==> src/rtl/irb_pkg.sv <==
package irb_pkg;
  typedef enum logic [1:0] {ST_IDLE, ST_REQ, ST_DONE} irb_state_t;

  // host window word offsets
  localparam int OFS_ADDR  = 0;
  localparam int OFS_WDATA = 1;
  localparam int OFS_CMD   = 2;
  localparam int OFS_DONE  = 3;
  localparam int OFS_RDATA = 4;

  // command codes
  localparam int CMD_RD = 1;
  localparam int CMD_WR = 2;
endpackage

==> src/rtl/irb_seq.sv <==
module irb_seq
  import irb_pkg::*;
#(
  parameter int DATA_W = 32
) (
  input  logic              clk,
  input  logic              rst,
  input  logic              cmd_wr,
  input  logic [DATA_W-1:0] cmd_val,
  input  logic              iack,
  output logic              ireq,
  output logic              iwe,
  output logic              done,
  output logic              busy,
  output logic              capture,
  output logic [DATA_W-1:0] cmd_q
);
  irb_state_t state_q;
  logic       abort_q;
  logic       is_rd, is_wr, is_zero;

  assign is_rd   = (cmd_val == DATA_W'(CMD_RD));
  assign is_wr   = (cmd_val == DATA_W'(CMD_WR));
  assign is_zero = (cmd_val == '0);

  always_ff @(posedge clk) begin
    if (rst) begin
      state_q <= ST_IDLE;
      ireq    <= 1'b0;
      iwe     <= 1'b0;
      done    <= 1'b0;
      abort_q <= 1'b0;
      cmd_q   <= '0;
    end else begin
      unique case (state_q)
        ST_IDLE: begin
          if (cmd_wr && (is_rd || is_wr)) begin
            state_q <= ST_REQ;
            ireq    <= 1'b1;
            iwe     <= is_wr;
            cmd_q   <= cmd_val;
            abort_q <= 1'b0;
          end
        end
        ST_REQ: begin
          // host closes early: remember it, but keep the handshake intact
          if (cmd_wr && is_zero) begin
            abort_q <= 1'b1;
            cmd_q   <= '0;
          end
          if (iack) begin
            ireq <= 1'b0;
            if (abort_q || (cmd_wr && is_zero)) begin
              state_q <= ST_IDLE;
            end else begin
              state_q <= ST_DONE;
              done    <= 1'b1;
            end
          end
        end
        ST_DONE: begin
          if (cmd_wr && is_zero) begin
            state_q <= ST_IDLE;
            done    <= 1'b0;
            cmd_q   <= '0;
          end
        end
        default: state_q <= ST_IDLE;
      endcase
    end
  end

  assign capture = (state_q == ST_REQ) && iack && !iwe;
  assign busy    = (state_q != ST_IDLE);
endmodule

==> src/rtl/irb_window.sv <==
module irb_window
  import irb_pkg::*;
#(
  parameter int DATA_W  = 32,
  parameter int IADDR_W = 16,
  parameter int HOST_AW = 3
) (
  input  logic               clk,
  input  logic               rst,
  input  logic               host_we,
  input  logic               host_re,
  input  logic [HOST_AW-1:0] host_addr,
  input  logic [DATA_W-1:0]  host_wdata,
  input  logic               busy,
  input  logic               done,
  input  logic [DATA_W-1:0]  cmd_q,
  input  logic               capture,
  input  logic [DATA_W-1:0]  cap_data,
  output logic [DATA_W-1:0]  host_rdata,
  output logic [IADDR_W-1:0] addr_q,
  output logic [DATA_W-1:0]  wdata_q
);
  logic [DATA_W-1:0] rdata_q;
  logic [DATA_W-1:0] rd_mux;

  always_comb begin
    rd_mux = '0;
    if (host_addr == HOST_AW'(OFS_ADDR))       rd_mux = DATA_W'(addr_q);
    else if (host_addr == HOST_AW'(OFS_WDATA)) rd_mux = wdata_q;
    else if (host_addr == HOST_AW'(OFS_CMD))   rd_mux = cmd_q;
    else if (host_addr == HOST_AW'(OFS_DONE))  rd_mux = DATA_W'(done);
    else if (host_addr == HOST_AW'(OFS_RDATA)) rd_mux = rdata_q;
  end

  always_ff @(posedge clk) begin
    if (rst) begin
      addr_q     <= '0;
      wdata_q    <= '0;
      rdata_q    <= '0;
      host_rdata <= '0;
    end else begin
      // locked while an access is open
      if (host_we && !busy) begin
        if (host_addr == HOST_AW'(OFS_ADDR))  addr_q  <= host_wdata[IADDR_W-1:0];
        if (host_addr == HOST_AW'(OFS_WDATA)) wdata_q <= host_wdata;
      end
      if (capture) rdata_q <= cap_data;
      if (host_re) host_rdata <= rd_mux;
    end
  end
endmodule

==> src/rtl/irb_bridge.sv <==
module irb_bridge
  import irb_pkg::*;
#(
  parameter int DATA_W  = 32,
  parameter int IADDR_W = 16,
  parameter int HOST_AW = 3
) (
  input  logic               clk,
  input  logic               rst,
  input  logic               host_we,
  input  logic               host_re,
  input  logic [HOST_AW-1:0] host_addr,
  input  logic [DATA_W-1:0]  host_wdata,
  output logic [DATA_W-1:0]  host_rdata,
  output logic               ireq,
  output logic               iwe,
  output logic [IADDR_W-1:0] iaddr,
  output logic [DATA_W-1:0]  iwdata,
  input  logic               iack,
  input  logic [DATA_W-1:0]  irdata
);
  logic              cmd_wr;
  logic              busy;
  logic              cmd_done;
  logic              capture;
  logic [DATA_W-1:0] cmd_q;

  assign cmd_wr = host_we && (host_addr == HOST_AW'(OFS_CMD));

  irb_seq #(.DATA_W(DATA_W)) u_seq (
    .clk     (clk),
    .rst     (rst),
    .cmd_wr  (cmd_wr),
    .cmd_val (host_wdata),
    .iack    (iack),
    .ireq    (ireq),
    .iwe     (iwe),
    .done    (cmd_done),
    .busy    (busy),
    .capture (capture),
    .cmd_q   (cmd_q)
  );

  irb_window #(.DATA_W(DATA_W), .IADDR_W(IADDR_W), .HOST_AW(HOST_AW)) u_win (
    .clk        (clk),
    .rst        (rst),
    .host_we    (host_we),
    .host_re    (host_re),
    .host_addr  (host_addr),
    .host_wdata (host_wdata),
    .busy       (busy),
    .done       (cmd_done),
    .cmd_q      (cmd_q),
    .capture    (capture),
    .cap_data   (irdata),
    .host_rdata (host_rdata),
    .addr_q     (iaddr),
    .wdata_q    (iwdata)
  );
endmodule

==> config.mk <==
export PLATFORM = sky130hd
export DESIGN_NAME = irb_bridge
export DESIGN_NICKNAME = d
export VERILOG_FILES = /design/src/rtl/irb_pkg.sv /design/src/rtl/irb_seq.sv /design/src/rtl/irb_window.sv /design/src/rtl/irb_bridge.sv
export SDC_FILE = /design/constraint.sdc
export NUM_CORES = 1
export LEC_CHECK = 0
export ABC_CLOCK_PERIOD_IN_PS = 1920
export BUFFER_PORTS_ARGS = -buffer_cell sky130_fd_sc_hd__buf_2
export CORE_MARGIN = 5
export CORE_UTILIZATION = 48
export CTS_CLUSTER_SIZE = 14
export DETAILED_ROUTE_END_ITERATION = 10
export PLACE_DENSITY = 0.76
export SLEW_MARGIN = 20
export SYNTH_ARGS = -nofsm -noshare
export SYNTH_HDL_FRONTEND = slang
export SYNTH_SLANG_ARGS = --single-unit
==> constraint.sdc <==
create_clock -name clk -period 1.92 [get_ports clk]
set_clock_uncertainty 0.05 [all_clocks]
set_input_delay 0.096 -clock clk [delete_from_list [all_inputs] [get_ports clk]]
set_output_delay 0.096 -clock clk [all_outputs]
set_load 0.01 [all_outputs]
== Word-level counts from Yosys, hierarchy flattened ==
Cells that the tools add are included.
Storage, ports and cells
  logic and storage cells: 73
  bits in registers: 150
  input bits: 72
Cells by class
  reductions and logical operators: 26
  mux-type cells: 23
  equal/unequal tests: 14
Operators with widths (count)
  $mux 32: 7
  $pmux 32 s2: 1
  $eq 32x1->1 const B: 1
  $eq 32x2->1 const B: 1
  $logic_not 32->1: 1
  $reduce_and 3->1: 4
  $mux 2: 4
  $ne 2x1->1 const B: 4
  $reduce_bool 2->1: 4
  $mux 1: 7
  $eq 3x2->1 const B: 2
  $logic_and 1x1->1: 6
  $pmux 1 s2: 3
  $pmux 2 s3: 1
  $reduce_and 2->1: 3
  $ne 2x2->1 const B: 2
  $reduce_and 4->1: 1
  $eq 3x1->1 const B: 1
  $eq 3x3->1 const B: 1
  $logic_not 3->1: 1
  $eq 2x1->1 const B: 1
  $eq 2x2->1 const B: 1
  $logic_not 1->1: 2
  $logic_not 2->1: 1
  2 further kinds: 3

== Depth between registers and ports, before layout ==
Gate-level depths: netlist of the first run.
  depth after elaboration: 7
  depth in mapped cells: 10
  mapped depth without buffers: 7

== By module ==
A second synthesis of the first run with hierarchy kept.
Second synthesis, totals
  cell total of the unflattened synthesis: 675
  area, all modules: 6588.8 um^2
Modules (own cells, without submodules)
  irb_window: seq. area each 2242.2 um^2, cells each 540, area an instance 5062.4 um^2, times used 1
  irb_seq: seq. area each 760.7 um^2, cells each 134, area an instance 1514.0 um^2, times used 1
  irb_bridge: seq. area each 0.0 um^2, cells each 1, area an instance 12.5 um^2, times used 1

== Worst setup path after synthesis of the first run ==
No wires, ideal clock.
  path kind: input to register
  start: input host_addr[1]
  end: register u_seq.state_q[1]
  cell stages on the path: 7
  setup time: 0.072 ns
  data required time: 1.798 ns
  data arrival time: 1.718 ns
  setup slack: 0.081 ns
  cell sequence: buf_4 nor3b_2 nand2_1 or4_1 buf_2 a221oi_1 mux2i_1
Between the ends
  longest elaborated chain between the ends: 7
  elaborated cells between the ends (all ways): 11
  those cells by class: eq/ne: 3; mux: 3; reduce/logical: 5
RTL lines
  from (decl): RTL line irb_bridge.sv:12  | input logic [HOST_AW-1:0] host_addr,
  $eq 3x2->1 *: RTL line irb_bridge.sv:28  | assign cmd_wr = host_we && (host_addr == HOST_AW'(OFS_CMD));
  $logic_and 1x1->1 *: RTL line irb_bridge.sv:28
  $logic_and 1x1->1: RTL line irb_seq.sv:53, irb_seq.sv:62
  $logic_or 1x1->1: RTL line irb_seq.sv:53  | if (abort_q || (cmd_wr && is_zero)) begin
  $mux 2: RTL line irb_seq.sv:53
  $mux 2: RTL line irb_seq.sv:51  | if (iack) begin
  $pmux 2 s3: RTL line irb_seq.sv:35  | unique case (state_q)
  to (signal assigned): RTL line irb_seq.sv:38  | state_q <= ST_REQ;
  to (signal assigned): RTL line irb_seq.sv:54  | state_q <= ST_IDLE;
  to (signal assigned): RTL line irb_seq.sv:56  | state_q <= ST_DONE;
  to (decl): RTL line irb_seq.sv:18  | irb_state_t state_q;
Mark *: on every way between the ends. The rest lies on a longest branch, timed or not. The select of a mux whose other input is x is not followed.
A chain may end at the register's enable or synchronous reset.

== Final worst setup path of the first run ==
  start: input host_wdata[0]
  end: register u_seq.state_q[1]
Between the ends
  longest elaborated chain between the ends: 6
  elaborated cells between the ends (all ways): 13
  those cells by class: eq/ne: 4; mux: 3; reduce/logical: 6
RTL lines
  from (decl): RTL line irb_bridge.sv:13  | input logic [DATA_W-1:0] host_wdata,
  $logic_not 32->1: RTL line irb_seq.sv:24  | assign is_zero = (cmd_val == '0);
  $logic_and 1x1->1: RTL line irb_seq.sv:53, irb_seq.sv:62
  $logic_or 1x1->1: RTL line irb_seq.sv:53
  $mux 2: RTL line irb_seq.sv:53
  $mux 2: RTL line irb_seq.sv:51
  $pmux 2 s3: RTL line irb_seq.sv:35
Several ways; a longest one is shown, not always the timed one. The select of a mux whose other input is x is not followed.

==> impl_results.md, run 1 <==
- Status: complete, no violations
- Number of post-CTS setup repair buffers: 0
- PnR Total Power: just under 0.008 W
- Critical path, cell by cell: dlygate4sd3_1 > buf_2 > nor2_1 > nand4_1 > or4_1 > a221oi_2 > mux2i_1
- Top cells by area, synth: dfxtp_1 (50%), nand2_1 (9.6%), a21oi_1 (7.0%)
- CP delay by family, top: simple AND/OR/NAND/NOR gates
- Lkg Pwr: 3.54 nW
- CP max-delay cell: dlygate4sd3_1
- Clock Path Buffers: 2
- R2r startpoint: u_seq.state_q[1]$_SDFFE_PP0P_
- Cells after synthesis: 711
- Die area: between 10,000 and 15,000 um^2
- Max-slew headroom: 53.6%
- Pre-CTS WS: -0.240 ns
- GPL Wtd Cong: 0.904
- Largest net degree at the start of global routing: 58
- Die Span X: 122 um
- Area delta synth->final: 41.1%
- Worst reg2reg path depth: 7
- IR Drop Worst-Case VDD: ~0.7 mV
- Sequential share of the synthesized area: about half
- Mean area per synthesized cell: approximately 8.4 um^2
- Crit path kind: in2reg
- Worst-path clk slew: 0.06 ns
- Root Driver: clkbuf_16
- FF-to-FF setup slack: approximately 0.19 ns
- Top cell type's share of synthesized area: about half
- Synth cell types: 40
- Setup violators final: 0
- GRT Util Overall: 25.6%
- Synth top cells by count: nand2_1 (153), dfxtp_1 (150), a21oi_1 (84)
- Die Height: 122 um
- Min-delay worst type: in2reg
- Worst slew pin tran: 0.696 ns
- Hold Path End: u_win.wdata_q[4]$_SDFFE_PP0P_
- Layout net count: 998
- Power per cell area: 911 nW/um^2
- Synth Warn #: 0
- Layout cells sized above 1: between 20% and 30%
- EDFF count, synth: 0
- CTS tree: yes
- Crit path max fanout: 6
- Post-synth ARST share: 0%
- Worst skew pair latency: 0.43 ns
- Final period utilization: 96.0%
- WP data required: roughly 2.2 ns
- Synthesized Nets: 786
- Crit path time final: 1.84 ns
- Initial core utilization: 49.4%
- CP max stage delay: around 0.53 ns
- Crit path capture type: register
- Slew Limit Fails: 0
- H-tree Lvls: 4
- Core ar.: 12,100 um^2
- Remaining DRCs: 0
- Total clock sinks: 150
- Most common cell in the netlist: nand2_1
- Data arrival time of the worst path: around 2.1 ns
- Most common flop cell mapped by yosys: dfxtp_1
- Maximum clock frequency: around 0.54 GHz
- Antenna violations before repair: 0
- 1st-pass router iterations: 5
- Synth Register Bits: 150
- Startpoint types: primary input
- Std cell rows: 40
- Total congestion overflow: 0
- First-pass GRT wire length: 29.6 mm
- Io pins: 154
- WL/cell: 17.4 um
- Critical path buffers and inverters: 2
- Max cap viols: 0
- Post-route setup slack: ~0.077 ns
- Post-route ant nets: 0
- DP HPWL: approximately 12 mm
- Post-Route WL: 19.2 mm
- Synth area leader: dfxtp_1
- Routed vias: 5,930
- Initial DRC count: 534
- TritonCTS buffer count: 17
- Port buffer count: ~150
- Post-DR vias/cell: 5.37
- Worst hold start: host_wdata[4]
- Final Hold Vio Count: 0
- Vias in the first global route: 5,734
- Netlist Area Pre-Place: 5980 um^2
- Min-Delay Path Depth: 4
- Critical R2R Capture: u_seq.cmd_q[9]$_SDFFE_PP0P_
- RSZ-0062 raised after global routing: false
-- routing by layer --
metal  GRT usage [%]  wire length [um]
met5               0                 0
met4            8.68               518
met3            8.45              1720
met2            40.2              8900
met1            33.2              8070
-- through the flow --
step	setup TNS [ns]	std cells	utilization (%)	instance area, um^2	hold WS (ns)
floorplan	0	711	-	5980	0.172
CTS	0	1104	69.6	8430	0.00847
global placement	-0.342	1009	58.7	7110	0.288
finish	0	1105	69.6	8430	0.0223
global route	0	1104	69.6	8430	0.0302
detailed placement	-0.521	1009	58.7	7110	0.297
-- flip-flops by register name, indices dropped and copies added, names as in the netlist --
name / cells
u_seq.abort_q: 1
u_win.addr_q: 16
u_seq.cmd_q: 32
u_win.rdata_q: 32
u_seq.done: 1
u_seq.ireq: 1
u_seq.iwe: 1
u_win.host_rdata: 32
u_seq.state_q: 2
u_win.wdata_q: 32
-- placed cells by master (no fill, tap or decap), types with 18 or more instances in the layout --
| cell | netlist | layout |
|---|---|---|
| a21oi_1 | 84 | 84 |
| a22oi_1 | 18 | 18 |
| and2_1 | 31 | 31 |
| buf_2 | 3 | 152 |
| buf_4 | 1 | 27 |
| dfxtp_1 | 150 | 150 |
| dlygate4sd3_1 | 0 | 63 |
| mux2i_1 | 33 | 33 |
| nand2_1 | 153 | 153 |
| nor2_1 | 71 | 70 |
| o21ai_1 | 19 | 19 |
-- what timing repair did --
item	CTS	global route
hold buffers	63	0
setup endpoints to repair	0	1
resized for setup	0	1
endpoints found under the hold margin	74	0
-- power by group --
group | leakage [nW] | internal, W | switching, W
Combinational | 2.00 | 0.000297 | 0.000329
Clock | 0.331 | 0.00250 | 0.00135
Sequential | 1.22 | 0.00317 | 0.0000378
Total | 3.54 | 0.00596 | 0.00172
-- cell families after synthesis --
kind of cell | after synthesis | synth area share [%]
DFF | 150 | 50.2
and+or+nand+nor | 284 | 20.8
muxes | 34 | 5.71
xor gates and xnor gates | 1 | 0.147
AOI/OAI and AO/OA | 178 | 18.6
buffers and inverters | 61 | 3.95
adders and majority gates | 3 | 0.628
-- area by class of cell --
type | instances | area (um^2)
Fill cell | 936 | 3680
Sequential cell | 150 | 3000
Multi-Input combinational cell | 500 | 2760
Timing Repair Buffer | 250 | 1750
Clock buffer | 19 | 443
Clock inverter | 13 | 243
Tap cell | 168 | 210
Inverter | 4 | 15.0
Antenna cell | 1 | 2.50
-- tightest hold or removal path, delay by kind of cell --
kind / cells / cell delay (ns)
buf+inv: 2 / 0.25
simple gates: 1 / 0.05
compound gates: 1 / 0.05
-- worst max path at each step --
stage / from / end / cells past startpoint / slack, ns
after floorplan: host_addr[1] / u_seq.state_q[1]$_SDFFE_PP0P_ / 7 / 0.08
after global placement: host_wdata[23] / u_seq.state_q[1]$_SDFFE_PP0P_ / 7 / -0.14
after detailed placement: host_wdata[23] / u_seq.state_q[1]$_SDFFE_PP0P_ / 7 / -0.24
after CTS: host_wdata[0] / u_seq.state_q[1]$_SDFFE_PP0P_ / 7 / 0.03
after global routing: host_wdata[0] / u_seq.state_q[1]$_SDFFE_PP0P_ / 7 / 0.02
final: host_wdata[0] / u_seq.state_q[1]$_SDFFE_PP0P_ / 7 / 0.08
Note: power is estimated with default switching activity, not from simulation.
==> inputs of run 2 (changes only) <==
- BUFFER_PORTS_ARGS: -buffer_cell sky130_fd_sc_hd__buf_2 -> -buffer_cell sky130_fd_sc_hd__clkbuf_2
==> run 2 against run 1 <==
Effect of this change:
- register-to-register slack about the same
- critical path type unchanged
- non-clock buffer count increased by 1
- design area decreased by 0.77%
- routed wire length increased by 1.7%
==> impl_results.md, run 2 (same netlist as run 1, synthesis figures left out) <==
- Status: complete, no violations
- 1st-pass router iterations: 6 (+1)
- Most frequent cells in the layout: nand2_1 (153), clkbuf_2 (152), dfxtp_1 (150)
- Lkg Pwr: 3.45 nW (-2.5%)
- Routed vias: 6,062 (+2.2%)
- Min-delay worst type: in2reg
- Worst hold start: host_re
- Vias in the first global route: 5,759 (+0.44%)
- FF-to-FF setup slack: 0.18 ns (about the same)
- Root Driver: clkbuf_16
- TritonCTS buffer count: 17 (unchanged)
- H-tree Lvls: 4 (unchanged)
- Hold Path End: u_win.host_rdata[14]$_SDFFE_PP0P_
- WL/cell: 17.6 um (+1.5%)
- Worst-path clk slew: 0.06 ns (about the same)
- Largest net degree at the start of global routing: 74 (+28%)
- Die area: 14,800 um^2 (unchanged)
- Min-Delay Path Depth: 2 (-2)
- Die Span X: 122 um (unchanged)
- # placed instances: 1,007 (-0.20%)
- Worst skew pair latency: 0.42 ns (about the same)
- Total clock sinks: 150 (unchanged)
- Total congestion overflow: 0 (unchanged)
- Layout net count: 999 (+0.10%)
- GRT Util Overall: 26.1% (+0.52 points)
- Die Height: 122 um (unchanged)
- Initial core utilization: 49.4% (unchanged)
- Critical R2R Capture: u_win.rdata_q[21]$_SDFFE_PP0P_
- Std cell rows: 40 (unchanged)
- Final period utilization: 96.0% (about the same)
- WP data required: 2.21 ns (about the same)
- Power per cell area: 856 nW/um^2 (-6.0%)
- Number of post-CTS setup repair buffers: 0 (unchanged)
- Final Hold Vio Count: 0 (unchanged)
- Post-DR vias/cell: 5.47 (+1.9%)
- PnR Total Power: 0.00716 W (-6.8%)
- Max cap viols: 0 (unchanged)
- Layout cells sized above 1: 24.8% (+0.29 points)
- Clock Path Buffers: 2 (unchanged)
- DP HPWL: 12.3 mm (-0.64%)
- Maximum clock frequency: 0.543 GHz (about the same)
- Worst reg2reg path depth: 7 (unchanged)
- Post-route ant nets: 0 (unchanged)
- Worst slew pin tran: 0.400 ns (-0.296 ns)
- Crit path capture type: register
- Data arrival time of the worst path: 2.13 ns (about the same)
- Io pins: 154 (unchanged)
- CTS tree: yes
- GPL Wtd Cong: 0.917 (+1.4%)
- Remaining DRCs: 0 (unchanged)
- First-pass GRT wire length: 30.5 mm (+3.1%)
- Crit path max fanout: 5 (-1)
- Core ar.: 12,100 um^2 (unchanged)
- Initial DRC count: 634 (+19%)
- Post-Route WL: 19.5 mm (+1.7%)
- Startpoint types: primary input
- Setup violators final: 0 (unchanged)
- Max-slew headroom: 73.3% (+20 points)
- Area delta synth->final: 40.0%
- Antenna violations before repair: 1 (+1)
- Slew Limit Fails: 0 (unchanged)
- Most common cell after layout, fill and taps aside: nand2_1
- Port buffer count: 153 (unchanged)
- Crit path time final: 1.84 ns (+0.0000873 ns)
- IR Drop Worst-Case VDD: 0.426 mV (-39%)
- Filler-free cell count of the finished design: 1,108 (+0.27%)
- Crit path kind: in2reg
- R2r startpoint: u_seq.state_q[1]$_SDFFE_PP0P_
-- run 2: cell types whose count changed in the layout (fill, tap and decap cells not counted), sizes merged --
cell         delta
buf           -154
bufinv          -4
clkbuf        +154
clkinv          +3
clkinvlp        +2
diode           +2
dlygate4sd3     +3
inv             -3
-- run 2: worst max path at each step --
stage	startpoint	endpoint	slack [ns]	cells past startpoint
floorplan	host_addr[1]	u_seq.state_q[1]$_SDFFE_PP0P_	0.08	7
global placement	host_wdata[16]	u_seq.state_q[1]$_SDFFE_PP0P_	-0.10	6
detailed placement	host_wdata[16]	u_seq.state_q[1]$_SDFFE_PP0P_	-0.17	6
CTS	host_wdata[17]	u_seq.state_q[1]$_SDFFE_PP0P_	0.008	7
global route	host_wdata[0]	u_seq.state_q[1]$_SDFFE_PP0P_	-0.008	7
finish	host_wdata[19]	u_seq.state_q[0]$_SDFFE_PP0P_	0.08	8
-- run 2: power breakdown --
group	switching (W)	internal [W]	leakage, nW
Sequential	0.0000410	0.00317	1.22
Combinational	0.000332	0.000296	1.95
Clock	0.00131	0.00202	0.285
Total	0.00168	0.00548	3.45
-- run 2: layout make-up --
cell class | instances | area, um^2
timing repair buffer | 251 | 1760
antenna | 3 | 7.51
inverter | 4 | 15.0
clock inverter | 11 | 124
sequential | 150 | 3000
clock buffer | 21 | 470
tap | 168 | 210
multi-input combinational | 500 | 2780
fill | 925 | 3740
-- run 2: timing repair --
item,in CTS,in global routing
gates resized for setup,0,6
hold buffers,66,0
hold endpoints to repair,84,0
setup endpoints to repair,0,6
-- run 2: critical path, cell delays in order --
cell and delay (ns):
dlygate4sd3_1 0.54, clkbuf_2 0.13, nor4_2 0.12, nand3_1 0.15, buf_4 0.19, or3_4 0.40, a211o_1 0.30, a221oi_2 0.20
-- run 2: through the flow --
step / setup WS [ns] / area, um^2 / setup TNS, ns / hold slack, ns / utilization, %
2_1_floorplan: 0.0807 / 5980 / 0 / 0.172 / -
6_report: 0.0768 / 8370 / 0 / 0.123 / 69.1
3_3_place_gp: -0.101 / 7080 / -0.196 / 0.270 / 58.5
4_1_cts: 0.00843 / 8340 / 0 / 0.120 / 68.8
3_5_place_dp: -0.174 / 7080 / -0.327 / 0.274 / 58.5
5_1_grt: -0.00787 / 8360 / -0.0125 / 0.175 / 69.1
-- run 2: routing by layer --
metal / vias up / track usage, % / wire length (um)
met5: - / 0 / 0
met3: 68 / 6.31 / 1870
li1: 2878 / - / -
met4: 0 / 10.9 / 672
met2: 324 / 40.9 / 8900
met1: 2792 / 34.5 / 8090
